$ cat src/rtl/byte_pattern_scan.sv
module byte_pattern_scan #(
  parameter int ADDR_W  = 12,
  parameter int MAX_LEN = 15
) (
  input  logic              clk,
  input  logic              rst_n,
  input  logic              start,
  input  logic              byte_vld,
  input  logic [7:0]        byte_data,
  input  logic              byte_last,
  output logic              hit,
  output logic [ADDR_W-1:0] hit_off,
  output logic              done,
  output logic              clean
);
  localparam int MAX_PFX = MAX_LEN - 2;
  localparam int CW      = $clog2(MAX_PFX + 1);
  localparam logic [CW-1:0] PFX_SAT = CW'(MAX_PFX);

  logic [ADDR_W-1:0] pos;
  logic [CW-1:0]     run_len;
  logic [CW-1:0]     f3_dist;
  logic              esc;
  logic              dirty;

  wire take    = byte_vld & ~start;
  wire is_f3   = byte_data == 8'hF3;
  wire is_esc  = byte_data == 8'h0F;
  wire is_scan = (byte_data == 8'hBD) | (byte_data == 8'hBC);
  wire is_pfx  = (byte_data == 8'h26) | (byte_data == 8'h2E) |
                 (byte_data == 8'h36) | (byte_data == 8'h3E) |
                 (byte_data == 8'h64) | (byte_data == 8'h65) |
                 (byte_data == 8'h66) | (byte_data == 8'h67) |
                 (byte_data == 8'hF0) | (byte_data == 8'hF2) | is_f3;

  wire found = take & esc & is_scan & (run_len != '0) & (f3_dist < run_len);

  wire [ADDR_W-1:0] first_off = pos - ADDR_W'(1) - ADDR_W'(run_len);
  wire [CW-1:0]     len_inc   = (run_len == PFX_SAT) ? run_len : run_len + CW'(1);
  wire [CW-1:0]     f3_inc    = (f3_dist == PFX_SAT) ? f3_dist : f3_dist + CW'(1);

  assign clean = ~dirty;

  always_ff @(posedge clk or negedge rst_n) begin
    if (!rst_n) begin
      pos     <= '0;
      run_len <= '0;
      f3_dist <= PFX_SAT;
      esc     <= 1'b0;
      dirty   <= 1'b0;
      hit     <= 1'b0;
      hit_off <= '0;
      done    <= 1'b0;
    end else begin
      hit  <= found;
      done <= take & byte_last;
      if (found) hit_off <= first_off;
      if (start) begin
        pos     <= '0;
        run_len <= '0;
        f3_dist <= PFX_SAT;
        esc     <= 1'b0;
        dirty   <= 1'b0;
      end else begin
        if (found) dirty <= 1'b1;
        if (byte_vld) begin
          pos <= pos + ADDR_W'(1);
          if (is_pfx) begin
            if (esc) begin
              run_len <= CW'(1);
              f3_dist <= is_f3 ? '0 : PFX_SAT;
              esc     <= 1'b0;
            end else begin
              run_len <= len_inc;
              f3_dist <= is_f3 ? '0 : f3_inc;
            end
          end else if (is_esc) begin
            if (esc) begin
              run_len <= '0;
              f3_dist <= PFX_SAT;
            end
            esc <= 1'b1;
          end else begin
            run_len <= '0;
            f3_dist <= PFX_SAT;
            esc     <= 1'b0;
          end
        end
      end
    end
  end
endmodule

$ cat config.mk
export PLATFORM = sky130hd
export DESIGN_NAME = byte_pattern_scan
export DESIGN_NICKNAME = d
export VERILOG_FILES = /design/src/rtl/byte_pattern_scan.sv
export SDC_FILE = /design/constraint.sdc
export NUM_CORES = 1
export LEC_CHECK = 0
export ABC_CLOCK_PERIOD_IN_PS = 2400
export BUFFER_PORTS_ARGS = -buffer_cell sky130_fd_sc_hd__buf_2
export CAP_MARGIN = 20
export CORE_AREA = 2 2 68 70
export DETAILED_ROUTE_END_ITERATION = 8
export DIE_AREA = 0 0 70 72
export PLACE_DENSITY = 0.86
export SYNTH_ARGS = -nofsm -noshare
export SYNTH_HDL_FRONTEND = slang
export SYNTH_SLANG_ARGS = --single-unit
$ cat constraint.sdc
create_clock -name clk -period 2.4 [get_ports clk]
set_input_delay 0.48 -clock clk [delete_from_list [all_inputs] [get_ports clk]]
set_output_delay 0.48 -clock clk [all_outputs]
set_load 0.005 [all_outputs]
==> summary.md <==
| Metric | Value |
|---|---|
| Outcome | `completed` |
| Chip height | `72 µm` |
| # diodes | `0` |
| FMAX | `around 430 MHz` |
| Startpoint types | `register` |
| WL/cell | `14.7 µm` |
| Nets | `approximately 280` |
| Ys async rst share | `100%` |
| P&R area growth vs syn | `16.1%` |
| Largest net degree at the start of global routing | `37` |
| Final WL | `4440 µm` |
| Final hold viol count | `0` |
| Mean Syn Cell Area | `10.2 µm²` |
| Number of global-route vias before repair | `1767` |
| DIE AREA | `0.00504 mm²` |
| Vias after detailed routing | `~1800` |
| CTS Hold Bufs | `0` |
| Post-CTS sizing | `0` |
| RSZ-0062 raised after global routing | `no` |
| Pre-CTS setup slack | `0.127 ns` |
| Initial Utilization | `51.3%` |
| GR Overflow Total | `0` |
| # Max-Cap Violations | `0` |
| Least-Margin Pin Slew | `0.783 ns` |
| 1st-iter DRT viols | `79` |
| Leakage | `1.20 nW` |
| Critical path, cell by cell | `ha_1, fa_1, a21oi_1, and2b_2, o41ai_1, o21ai_0, mux2_2` |
| Final min period | `2.31 ns` |
| Area taken by multi-input logic gates | `0.00121 mm²` |
| Syn Inst Count | `214` |
| CTS tree | `yes` |
| First-pass GRT wire length | `slightly below 8000 µm` |
| EDFF count, synth | `0` |
| Worst skew pair latency | `0.30 ns` |
| # port buffers | `27` |
| Post-CTS Setup Bufs | `0` |
| Placer Congestion | `0.811` |
| HP Class | `primary input to asynchronous set/reset pin` |
| # IOs | `28` |
| Core Rows | `24` |
| R2R cell count | `7` |
| Pwr/cell area | `522 mW/mm²` |
| Clock slew at reported path FFs | `0.08 ns` |
| Fin crit share | `96.2%` |
| Fin Setup TNS | `0 ns` |
| Final ANT Viol Nets | `0` |
| Total CTS buffers | `5` |
| Most used DFF post-synth | `dfrtp_1` |
| Ys Warns | `0` |
| Post-synthesis sequential area ratio | `41.3%` |
| Share of layout cells above drive strength 1 | `~27%` |
| Clk buf depth | `2` |
| Final Skew | `0.00759 ns` |
| Mapped cell area | `between 0.002 and 0.0025 mm²` |
| Final setup viols | `0` |
| Syn Nets | `241` |
| Crit path max fanout | `5` |
| CP max stage delay | `0.44 ns` |
| Core area | `0.00426 mm²` |
| Final setup margin | `0.0904 ns` |
| Post-DR vias/cell | `between 5 and 6` |
| Peak VDD IR | `0.000272 V` |
| Reg area | `~900 µm²` |
| WP data required | `2.58 ns` |
| Drt pass-1 iters | `4` |
| # DRC | `0` |
| Relative slew slack | `about 48%` |
| Critical path's slowest cell | `dfrtp_1` |
| CTS Root Cell | `clkbuf_8` |
| CTS H-Tree Depth | `2` |
| Post-DP HPWL | `3270 µm` |
| Synth unique cells | `51` |
| Worst setup EP type | `register` |
| Worst EP arrival | `2.49 ns` |
| Fill count | `around 350` |
| Initial antenna violation count | `0` |
| WS Path Type | `register to register` |
| Die W | `~70 µm` |
| Post-synthesis register bit count | `36` |
| Total track usage | `19.1%` |
| Max-slew violations | `0` |
| Clock Sinks | `36` |
==> cells in the final DEF, fill, tap and decap left out, types with 3 or more instances in the layout <==
master,synthesis,routed
a211oi_1,3,3
a21o_1,3,3
a21oi_1,9,9
a31oi_1,3,3
and3_1,5,5
buf_2,2,27
buf_4,0,7
clkbuf_8,0,5
dfrtp_1,33,33
dfstp_2,3,3
ha_1,13,13
inv_1,10,10
mux2_2,12,12
nand2_1,11,11
nand2b_1,3,3
nand3_1,4,4
nand4_1,6,6
nor2_1,17,17
nor3_1,8,8
o21ai_0,8,8
or3_1,5,5
xnor2_1,4,4
xor2_1,12,12
==> state kept, by name, indices dropped and copies added (netlist names) <==
register and cells:
dirty 1, done 1, esc 1, f3_dist 4, hit 1, hit_off 12, pos 12, run_len 4
==> power by group <==
part | switching [mW] | internal, mW | total, mW
clock | 0.240 | 0.313 | 0.553
combinational | 0.0890 | 0.0646 | 0.154
sequential | 0.00791 | 0.612 | 0.620
==> metrics by stage <==
stage / cell area [µm²] / total power [mW] / utilization [%] / hold slack (ns) / cells
5_1_grt: 2540 / 1.38 / 59.6 / 0.328 / 302
3_3_place_gp: 2420 / 0.780 / 56.9 / 0.486 / 294
4_1_cts: 2540 / 1.33 / 59.6 / 0.292 / 302
2_1_floorplan: 2190 / 0.731 / - / 0.184 / 214
3_5_place_dp: 2420 / 0.786 / 56.9 / 0.492 / 294
6_report: 2540 / 1.33 / 59.6 / 0.254 / 302
==> worst max-delay path: cells and delay by family (launching register included) <==
family | cells | cell delay, ns
compound gates | 3 | 0.53
fa+ha+maj | 2 | 0.66
flops | 1 | 0.44
mux | 1 | 0.28
simple gates | 1 | 0.27
==> cells by family (layout without fill, tap and decap cells) <==
logic type / Yosys count / after routing / synth area share, %
buf+inv: 17 / 53 / 3.37
mux: 15 / 15 / 7.78
simple gates: 74 / 74 / 18.7
flops: 36 / 36 / 41.3
fa+ha+maj: 14 / 14 / 8.35
xor+xnor: 16 / 16 / 6.40
compound gates: 42 / 42 / 14.1
==> cell usage after synthesis (4+ instances only) <==
cell type  number  area (µm²)
mux2_2         12         135
xor2_1         12         105
nor3_1          8        40.0
dfrtp_1        33         826
nand4_1         6        37.5
o21ai_0         8        40.0
nand2_1        11        41.3
inv_1          10        37.5
and3_1          5        31.3
nand3_1         4        20.0
clkbuf_1        4        15.0
a21oi_1         9        45.0
or3_1           5        31.3
nor2_1         17        63.8
ha_1           13         163
xnor2_1         4        35.0
==> final timing paths <==
path / from / endpoint / slack, ns
setup / recovery: pos[0]$_DFFE_PN0P_ / hit_off[6]$_DFFE_PN0P_ / 0.09
hold / removal: rst_n / done$_DFF_PN0_ / 0.25
setup reg to reg: pos[0]$_DFFE_PN0P_ / hit_off[6]$_DFFE_PN0P_ / 0.09
hold reg to reg: hit_off[2]$_DFFE_PN0P_ / hit_off[2]$_DFFE_PN0P_ / 0.51
max in group asynchronous: rst_n / hit$_DFF_PN0_ / 1.64
min in group clk: byte_last / done$_DFF_PN0_ / 0.44
==> metal layers <==
| layer | track usage [%] | share of wire, % |
|---|---|---|
| met2 | 30.5 | 45 |
| met1 | 25.4 | 48 |
| met4 | 9.83 | 2.3 |
| met5 | 0 | 0 |
| met3 | 3.06 | 4.1 |
==> cell type report <==
cell class	count	area share, %
Timing Repair Buffer	35	8.18
Multi-Input combinational cell	161	47.6
Inverter	10	1.48
Clock inverter	3	1.82
Tap cell	52	2.56
Clock buffer	5	2.71
Sequential cell	36	35.6
No activity file was read; power rests on OpenSTA's default activity.
